===== src/rtl/lvt_pkg.sv =====
package lvt_pkg;
  localparam int unsigned WORD_W   = 32;
  localparam int unsigned VEC_W    = 8;
  localparam int unsigned MODE_W   = 3;
  localparam int unsigned VEC_LSB  = 0;
  localparam int unsigned MODE_LSB = 8;
  localparam int unsigned STAT_BIT = 12;
  localparam int unsigned POL_BIT  = 13;
  localparam int unsigned RIRR_BIT = 14;
  localparam int unsigned TRIG_BIT = 15;
  localparam int unsigned MASK_BIT = 16;

  localparam logic [MODE_W-1:0] DM_FIXED = 3'b000;
  localparam logic [MODE_W-1:0] DM_SMI   = 3'b010;
  localparam logic [MODE_W-1:0] DM_NMI   = 3'b100;
  localparam logic [MODE_W-1:0] DM_EXT   = 3'b111;

  typedef struct packed {
    logic              mask;
    logic              trig;   // 1 = level
    logic              pol;    // 1 = active low
    logic [MODE_W-1:0] mode;
    logic [VEC_W-1:0]  vec;
  } cfg_t;

  localparam cfg_t CFG_RESET = '{mask: 1'b1, trig: 1'b0, pol: 1'b0,
                                 mode: '0, vec: '0};

  // True for the four delivery classes that produce a request
  function automatic logic mode_legal(logic [MODE_W-1:0] m);
    return (m == DM_FIXED) || (m == DM_SMI) || (m == DM_NMI) || (m == DM_EXT);
  endfunction

  // Assemble the software-visible word from fields and status
  function automatic logic [WORD_W-1:0] pack_word(cfg_t c, logic stat, logic rirr);
    logic [WORD_W-1:0] w;
    w = '0;
    w[VEC_LSB +: VEC_W]   = c.vec;
    w[MODE_LSB +: MODE_W] = c.mode;
    w[STAT_BIT]           = stat;
    w[POL_BIT]            = c.pol;
    w[RIRR_BIT]           = rirr;
    w[TRIG_BIT]           = c.trig;
    w[MASK_BIT]           = c.mask;
    return w;
  endfunction
endpackage


===== src/rtl/lvt_cfg_reg.sv =====
module lvt_cfg_reg
  import lvt_pkg::*;
(
  input  logic              clk,
  input  logic              rst_n,
  input  logic              we,
  input  logic [WORD_W-1:0] wdata,
  output cfg_t              cfg
);
  logic unused_wbits;
  assign unused_wbits = ^{wdata[WORD_W-1:MASK_BIT+1], wdata[RIRR_BIT],
                          wdata[STAT_BIT:MODE_LSB+MODE_W]};

  always_ff @(posedge clk or negedge rst_n) begin
    if (!rst_n) begin
      cfg <= CFG_RESET;
    end else if (we) begin
      cfg.vec  <= wdata[VEC_LSB +: VEC_W];
      cfg.mode <= wdata[MODE_LSB +: MODE_W];
      cfg.pol  <= wdata[POL_BIT];
      cfg.trig <= wdata[TRIG_BIT];
      cfg.mask <= wdata[MASK_BIT];
    end
  end

  // a write lands in the fields on the following cycle
  p_write_lands_r2: assert property (@(posedge clk) disable iff (!rst_n)
    we |=> (cfg.mask == $past(wdata[MASK_BIT])) && (cfg.vec == $past(wdata[VEC_LSB +: VEC_W])));
endmodule


===== src/rtl/lvt_sync.sv =====
module lvt_sync #(
  parameter int unsigned STAGES = 2
) (
  input  logic clk,
  input  logic rst_n,
  input  logic raw,
  input  logic pol,
  output logic act,
  output logic rise
);
  logic [STAGES-1:0] sh;
  logic              act_d;

  generate
    if (STAGES == 1) begin : g_one
      always_ff @(posedge clk or negedge rst_n) begin
        if (!rst_n) sh <= '0;
        else        sh <= raw;
      end
    end else begin : g_chain
      always_ff @(posedge clk or negedge rst_n) begin
        if (!rst_n) sh <= '0;
        else        sh <= {sh[STAGES-2:0], raw};
      end
    end
  endgenerate

  assign act  = sh[STAGES-1] ^ pol;
  assign rise = act & ~act_d;

  always_ff @(posedge clk or negedge rst_n) begin
    if (!rst_n) act_d <= 1'b0;
    else        act_d <= act;
  end

  // a rise is never reported on two consecutive cycles
  p_single_rise_r4: assert property (@(posedge clk) disable iff (!rst_n)
    rise |=> !rise);
endmodule


===== src/rtl/lvt_deliver.sv =====
module lvt_deliver
  import lvt_pkg::*;
(
  input  logic             clk,
  input  logic             rst_n,
  input  cfg_t             cfg,
  input  logic             act,
  input  logic             rise,
  input  logic             accept,
  input  logic             eoi,
  output logic             pend,
  output logic             rirr,
  output logic             fixed_req,
  output logic [VEC_W-1:0] fixed_vec,
  output logic             smi_req,
  output logic             nmi_req,
  output logic             ext_req
);
  logic              raise;
  logic              take;
  logic [MODE_W-1:0] req_mode_q;
  logic [VEC_W-1:0]  req_vec_q;
  logic              req_lvl_q;

  assign raise = !pend && !cfg.mask && mode_legal(cfg.mode) &&
                 (cfg.trig ? (act && !rirr) : rise);
  assign take  = pend && accept;

  always_ff @(posedge clk or negedge rst_n) begin
    if (!rst_n) begin
      pend       <= 1'b0;
      req_mode_q <= '0;
      req_vec_q  <= '0;
      req_lvl_q  <= 1'b0;
    end else if (take) begin
      pend <= 1'b0;
    end else if (raise) begin
      pend       <= 1'b1;
      req_mode_q <= cfg.mode;
      req_vec_q  <= cfg.vec;
      req_lvl_q  <= cfg.trig;
    end
  end

  always_ff @(posedge clk or negedge rst_n) begin
    if (!rst_n)                  rirr <= 1'b0;
    else if (take && req_lvl_q)  rirr <= 1'b1;
    else if (eoi)                rirr <= 1'b0;
  end

  assign fixed_req = pend && (req_mode_q == DM_FIXED);
  assign smi_req   = pend && (req_mode_q == DM_SMI);
  assign nmi_req   = pend && (req_mode_q == DM_NMI);
  assign ext_req   = pend && (req_mode_q == DM_EXT);
  assign fixed_vec = fixed_req ? req_vec_q : '0;

  // at most one request output at a time
  p_onehot_req_r8: assert property (@(posedge clk) disable iff (!rst_n)
    $onehot0({fixed_req, smi_req, nmi_req, ext_req}));
  // accept retires the pending request
  p_accept_clears_r7: assert property (@(posedge clk) disable iff (!rst_n)
    (pend && accept) |=> !pend);
  // mask stops a new request
  p_mask_blocks_r6: assert property (@(posedge clk) disable iff (!rst_n)
    (!pend && cfg.mask) |=> !pend);
  // remote IRR only rises on an accepted request
  p_rirr_source_r5: assert property (@(posedge clk) disable iff (!rst_n)
    $rose(rirr) |-> $past(pend && accept));
  // level sensing waits for EOI while remote IRR is set
  p_level_wait_r5: assert property (@(posedge clk) disable iff (!rst_n)
    (rirr && cfg.trig && !pend) |=> !pend);
  // captured request stays put until accepted
  p_hold_r9: assert property (@(posedge clk) disable iff (!rst_n)
    (pend && !accept) |=> pend && $stable(req_vec_q) && $stable(req_mode_q));
endmodule


===== src/rtl/lvt_channel.sv =====
module lvt_channel #(
  parameter int unsigned SYNC_STAGES = 2
) (
  input  logic        clk,
  input  logic        rst_n,
  input  logic        cfg_we,
  input  logic [31:0] cfg_wdata,
  output logic [31:0] cfg_rdata,
  input  logic        src_in,
  input  logic        accept,
  input  logic        eoi,
  output logic        fixed_req,
  output logic [7:0]  fixed_vec,
  output logic        smi_req,
  output logic        nmi_req,
  output logic        ext_req
);
  import lvt_pkg::*;

  cfg_t cfg;
  logic act, rise, pend, rirr;

  lvt_cfg_reg u_cfg (
    .clk   (clk),
    .rst_n (rst_n),
    .we    (cfg_we),
    .wdata (cfg_wdata),
    .cfg   (cfg)
  );

  lvt_sync #(.STAGES(SYNC_STAGES)) u_sync (
    .clk   (clk),
    .rst_n (rst_n),
    .raw   (src_in),
    .pol   (cfg.pol),
    .act   (act),
    .rise  (rise)
  );

  lvt_deliver u_dlv (
    .clk       (clk),
    .rst_n     (rst_n),
    .cfg       (cfg),
    .act       (act),
    .rise      (rise),
    .accept    (accept),
    .eoi       (eoi),
    .pend      (pend),
    .rirr      (rirr),
    .fixed_req (fixed_req),
    .fixed_vec (fixed_vec),
    .smi_req   (smi_req),
    .nmi_req   (nmi_req),
    .ext_req   (ext_req)
  );

  assign cfg_rdata = pack_word(cfg, pend, rirr);

  // status bit tracks the request outputs
  p_status_matches_r7: assert property (@(posedge clk) disable iff (!rst_n)
    cfg_rdata[STAT_BIT] == (fixed_req | smi_req | nmi_req | ext_req));
endmodule


===== config.mk =====
export PLATFORM = sky130hd
export DESIGN_NAME = lvt_channel
export DESIGN_NICKNAME = d
export VERILOG_FILES = /design/src/rtl/lvt_pkg.sv /design/src/rtl/lvt_cfg_reg.sv /design/src/rtl/lvt_sync.sv /design/src/rtl/lvt_deliver.sv /design/src/rtl/lvt_channel.sv
export SDC_FILE = /design/constraint.sdc
export NUM_CORES = 1
export LEC_CHECK = 0
export ABC_AREA = 1
export BUFFER_PORTS_ARGS = -buffer_cell sky130_fd_sc_hd__buf_2
export CORE_ASPECT_RATIO = 1.1
export CORE_UTILIZATION = 48
export DETAILED_ROUTE_END_ITERATION = 12
export GPL_TIMING_DRIVEN = 0
export PLACE_DENSITY = 0.84
export SYNTH_ARGS = -nofsm -noshare
export SYNTH_HDL_FRONTEND = slang
export SYNTH_HIERARCHICAL = 1
export SYNTH_SLANG_ARGS = --single-unit
export TNS_END_PERCENT = 20

===== constraint.sdc =====
create_clock -name clk -period 4.4 [get_ports clk]
set_clock_uncertainty 0.2 [all_clocks]
set_input_delay 0.22 -clock clk [delete_from_list [all_inputs] [get_ports clk]]
set_output_delay 0.22 -clock clk [all_outputs]
set_load 0.01 [all_outputs]

# Word level (Yosys, flattened, before mapping)

Index checks and enable logic that the tools add are counted.

Add/sub/neg operators: 0
$lt $le $gt $ge: 0
Divide/modulo/power cells: 0
Reductions and logical operators: 21
Mux-type cells: 6
Shift-type cells: 0
Bitwise gates (word level): 4
$mul: 0
Eq/ne operators: 6

Operators with widths:

| cell                 | count |
|---|---|
| $eq A3 B3 Y1 const B | 4 |
| $logic_and A1 B1 Y1  | 10 |
| $mux W8              | 1 |
| $eq A3 B2 Y1 const B | 2 |
| $logic_not A3 Y1     | 2 |
| $mux W1              | 5 |
| $reduce_bool A2 Y1   | 2 |
| $logic_not A1 Y1     | 3 |
| $logic_or A1 B1 Y1   | 3 |
| $not A1 Y1           | 2 |
| $reduce_and A2 Y1    | 1 |
| $and A1 B1 Y1        | 1 |
| $xor A1 B1 Y1        | 1 |

Register bits: 31
Memories: 0
Word-level logic and storage cells: 49
Output and inout bits: 44
RAM bits: 0
Input port bits: 38
Memory bits (read-only): 0
Latch bits: 0

# Logic depth before layout (Yosys ltp)

Word-level depth: 8
Mapped depth: 10

# Modules after synthesis

The synthesis kept the hierarchy.

Modules (own cells, without submodules):

| module      | area each (um^2) | cells an instance | times used | seq. area each (um^2) |
|---|---|---|---|---|
| lvt_deliver | 754.5            | 97                | 1          | 350.3 |
| lvt_cfg_reg | 531.8            | 59                | 1          | 351.6 |
| lvt_channel | 138.9            | 19                | 1          | 0.0 |
| lvt_sync    | 106.4            | 10                | 1          | 75.1 |

# Least setup slack after synthesis

Ideal clock, no wire load.

Path type: register to register
From: reg u_cfg/cfg[11] (netlist name)
To: reg u_dlv.pend
Data arrival time: 1.177 ns
Setup slack: 2.895 ns
Path buffers: 1
Cell stages (with the launch flop): 10
Library setup time: 0.128 ns
Cell sequence: dfrtp_1 inv_1 nand2_1 nand2_2 nor2_2 nor2_1 nor2_4 nand3_2 buf_6 o21ai_0

Word-level cells in the longest chain between the ends: 5
Elaborated cells between the ends (all ways): 6
Classes of those cells: 1 x mux; 2 x bitwise; 3 x reduce/logical

Ends and longest elaborated chain:

| element                             | line              | RTL |
|---|---|---|
| $xor A1 B1 Y1                       | lvt_sync.sv:28    | `assign act = sh[STAGES-1] ^ pol;` |
| $and A1 B1 Y1                       | lvt_sync.sv:29    | `assign rise = act & ~act_d;` |
| via rise                            | lvt_channel.sv:21 | `logic act, rise, pend, rirr;` |
| $mux W1                             | lvt_deliver.sv:26 | `(cfg.trig ? (act && !rirr) : rise);` |
| $logic_and A1 B1 Y1                 | lvt_deliver.sv:25 | `assign raise = !pend && !cfg.mask && mode_legal(cfg.mode) &&` |
| $reduce_bool A2 Y1 (no source line) | n/a               |  |
| to (signal assigned)                | lvt_deliver.sv:31 | `pend <= 1'b0;` |
| to (signal assigned)                | lvt_deliver.sv:36 | `pend <= 1'b0;` |
| to (signal assigned)                | lvt_deliver.sv:38 | `pend <= 1'b1;` |
| to (decl)                           | lvt_deliver.sv:11 | `output logic pend,` |

The timed path passes the listed nets, and every way through them passes these cells.
A chain may end at the register's enable or synchronous reset.

# Worst setup path after layout

From: reg u_dlv.pend
To: out fixed_vec[3]

Word-level cells in the longest chain between the ends: 2

Ends and longest elaborated chain:

| element             | line              | RTL |
|---|---|---|
| $logic_and A1 B1 Y1 | lvt_deliver.sv:51 | `assign fixed_req = pend && (req_mode_q == DM_FIXED);` |
| $mux W8             | lvt_deliver.sv:55 | `assign fixed_vec = fixed_req ? req_vec_q : '0;` |
| to (decl)           | lvt_channel.sv:13 | `output logic [7:0] fixed_vec,` |

Every way passes these cells.

==> run metrics <==
GRT Residual Overflow=0; Finished Core Util=0.704; kind of critical path=register to output port; WHS=0.0150 ns; max-slew headroom at the worst pin=0.571; leakage power of the design=1.25 nW; number of global-route vias before repair=1302; slowest cell on the critical path=sky130_fd_sc_hd__dfrtp_1; source-to-sink clock delay at the later pin of the worst-skew pair=0.32 ns; port bufs=47; Avg Cell Area, Syn=8.28 sq um; most prevalent standard cell on the critical path=sky130_fd_sc_hd__nor2_1; Post-Layout Inst Area=2140 sq um; area of the mapped netlist=1530 sq um; count of standard-cell rows=21; met3 Track Usage GR=0.0483; area of placed instances=1870 sq um; Cell variety after synth=18; buffer and inverter count on the worst path=2; detailed placer's ending HPWL=2.19 mm; number of antenna-violating nets in the routed design=0; max-capacitance violation count=0; proportion of register bits with asynchronous set or reset after synthesis=1.00; sequential fraction of the synthesis area=0.507; number of instances in the placed design=281; fraction of synthesized cell area taken by the top area cell type=0.490; number of antenna cells inserted=0; most frequent cell after synthesis=sky130_fd_sc_hd__nand2_1; Residual DRC=0; GPL Wtd Cong=0.719; clock root buffer=sky130_fd_sc_hd__clkbuf_4; starting density of the core=0.502; final wirelength=3.30 mm; global-route wire length before repair=5.40 mm; CP Max Fanout=9; instance count of the mapped netlist=185; share of cells above drive strength 1=0.335; via density per instance=4.57; outcome=completed; count of synthesis-stage warnings from yosys=6; top cells by area, synth=sky130_fd_sc_hd__dfrtp_1, sky130_fd_sc_hd__nand2_1, sky130_fd_sc_hd__buf_4; busiest metal layer after global routing=met2; multiplexer fraction of the synthesized cell area=0; GR Util met2=0.392; met1 Usage GRT=0.215; arrival time at the worst endpoint=1.49 ns; worst min-delay path category=primary input to register; transition time at the pin with the least slew margin=0.643 ns; fraction of the cycle the final worst path needs=0.434; TritonCTS Buffers=5; Core Area=3050 sq um; die height=61.2 microns; least setup slack across all paths after layout=2.49 ns; Total Neg Setup Slack=0 ns; largest net degree at the start of global routing=32; total setup violations reported at the end of the flow=0; Clk pin slew, worst setup/hold paths=0.08 ns; unrepaired setup endpoints after global routing=false; filler cell count=251; worst vdd rail ir drop=0.265 mV; number of standard cells in the layout, taps in and fillers out=312; max incr delay on CP=0.39 ns; area fraction in compound gates after synthesis=0.00654; kind of end point of the critical path=output port; # nets final=315; global router's overall resource usage=0.209; Worst Setup Start Kind=register; overall via count from detail_route=1427; count of clock tree sinks=31; kind of cell adding the most delay to the critical path=simple AND/OR/NAND/NOR gates; number of top-level design ports=82; FF+latch count, synth=31; post-CTS setup buffer count=0; clock buffer depth=2; simple-gate share of the synthesized area=0.320; area growth from synthesis to final layout=40.0%; top post-synthesis cells by count=sky130_fd_sc_hd__nand2_1, sky130_fd_sc_hd__dfrtp_1, sky130_fd_sc_hd__buf_4, sky130_fd_sc_hd__inv_1, sky130_fd_sc_hd__nor2_1; area leader, netlist=sky130_fd_sc_hd__dfrtp_1; commonest register cell after synthesis=sky130_fd_sc_hd__dfrtp_1; Post-Synth Adder-Cell Area=0; count of flip-flops with a built-in enable after synthesis=0; overall power of the completed layout=789 uW; cell chain of the critical path=clkinv_2 -> nor2_1 -> nand2_1 -> nor2_1 -> buf_2; DP Worst Slack=2.79 ns; Die Wd=55.9 microns; post-detailed-route wirelength per cell=10.6 microns; Slew Limit Fails=0; PD cells=368 nW/um^2; data required time of the critical path=3.98 ns; Final Hold Fails=0; first-pass detailed-route iteration total=4; CTS tree=done; Max Clk Rate=524 MHz; synthesized-area fraction occupied by xor and xnor cells=0; main combinational cell family by area after synthesis=simple AND/OR/NAND/NOR gates; initial antenna violation count=0; H-tree level count=2; number of violations reported at the end of detailed-routing iteration 0=40; full die area=3420 sq um; Tmin final=1.91 ns
-- kinds of logic (layout without fill, tap and decap cells) --
family                 count (synthesis)  in the layout
buffers and inverters                 41            119
flip-flops                            31             31
AO/OA/AOI/OAI                          2              2
AND/OR/NAND/NOR                      110            110
other                                  1             16
-- worst register-to-register path, cell delays in order (launching register included) --
cell and delay, ns:
sky130_fd_sc_hd__dfrtp_1 0.42, sky130_fd_sc_hd__inv_1 0.06, sky130_fd_sc_hd__nand2_1 0.05, sky130_fd_sc_hd__nand2_2 0.07
sky130_fd_sc_hd__nor2_2 0.03, sky130_fd_sc_hd__nor2_1 0.17, sky130_fd_sc_hd__nor2_4 0.07, sky130_fd_sc_hd__nand3_2 0.11
sky130_fd_sc_hd__buf_6 0.17, sky130_fd_sc_hd__o21ai_0 0.10
-- flip-flops by register name (all words and copies together), names as in the netlist --
name              cells
u_cfg/cfg            14
u_dlv/pend            1
u_dlv/req_lvl_q       1
u_dlv/req_mode_q      3
u_dlv/req_vec_q       8
u_dlv/rirr            1
u_sync/act_d          1
u_sync/sh             2
-- where the power goes --
group,total (mW),switching [mW],internal [mW]
Clock,0.150,0.0867,0.0636
Sequential,0.404,0.0536,0.350
Combinational,0.235,0.128,0.108
-- cell usage in the layout, fill, tap and decap left out, types with 2 or more instances in the layout --
cell type / Yosys / layout
sky130_fd_sc_hd__nand2_1: 67 / 67
sky130_fd_sc_hd__buf_2: 1 / 48
sky130_fd_sc_hd__dfrtp_1: 30 / 30
sky130_fd_sc_hd__dlygate4sd3_1: 0 / 23
sky130_fd_sc_hd__buf_4: 21 / 21
sky130_fd_sc_hd__conb_1: 1 / 16
sky130_fd_sc_hd__inv_1: 15 / 15
sky130_fd_sc_hd__nor2_1: 14 / 14
sky130_fd_sc_hd__nand4_1: 12 / 12
sky130_fd_sc_hd__nand2_2: 11 / 11
sky130_fd_sc_hd__clkbuf_4: 0 / 5
sky130_fd_sc_hd__clkbuf_1: 0 / 3
sky130_fd_sc_hd__nand3_1: 3 / 3
sky130_fd_sc_hd__buf_6: 2 / 2
sky130_fd_sc_hd__o21ai_0: 2 / 2
-- per-layer routing --
layer	wire length, microns	vias up
met5	0	-
met4	96	0
met3	158	9
met2	1720	48
met1	1320	641
li1	-	729
-- path summary, 6_finish.rpt --
kind,cells after the start,from,endpoint,slack [ns]
worst max-delay path,5,u_dlv/pend,fixed_vec[3],2.49
worst min-delay path,4,cfg_we,u_cfg/cfg[13],0.01
worst max register to register,9,u_cfg/cfg[11],u_dlv/pend,2.82
worst min register to register,0,u_sync/sh[0],u_sync/sh[1],0.15
max in group asynchronous,2,rst_n,u_dlv/rirr,3.32
min in group asynchronous,2,rst_n,u_dlv/req_vec_q[0],0.24
-- what timing repair did --
action	in CTS	in global routing
endpoints found under the setup margin	0	0
gates resized for setup	0	0
hold buffers	23	0
endpoints found under the hold margin	47	0
-- layout make-up --
cell class | count | area, sq um | area share
clock buffers | 8 | 48.8 | 0.0228
flip-flops and latches | 31 | 777 | 0.362
well taps | 34 | 42.5 | 0.0198
repair buffers | 70 | 465 | 0.217
plain buffers | 24 | 185 | 0.0863
inverters | 17 | 65.1 | 0.0303
multi-input cells | 128 | 561 | 0.261
Power figures use the tool's default switching activity.
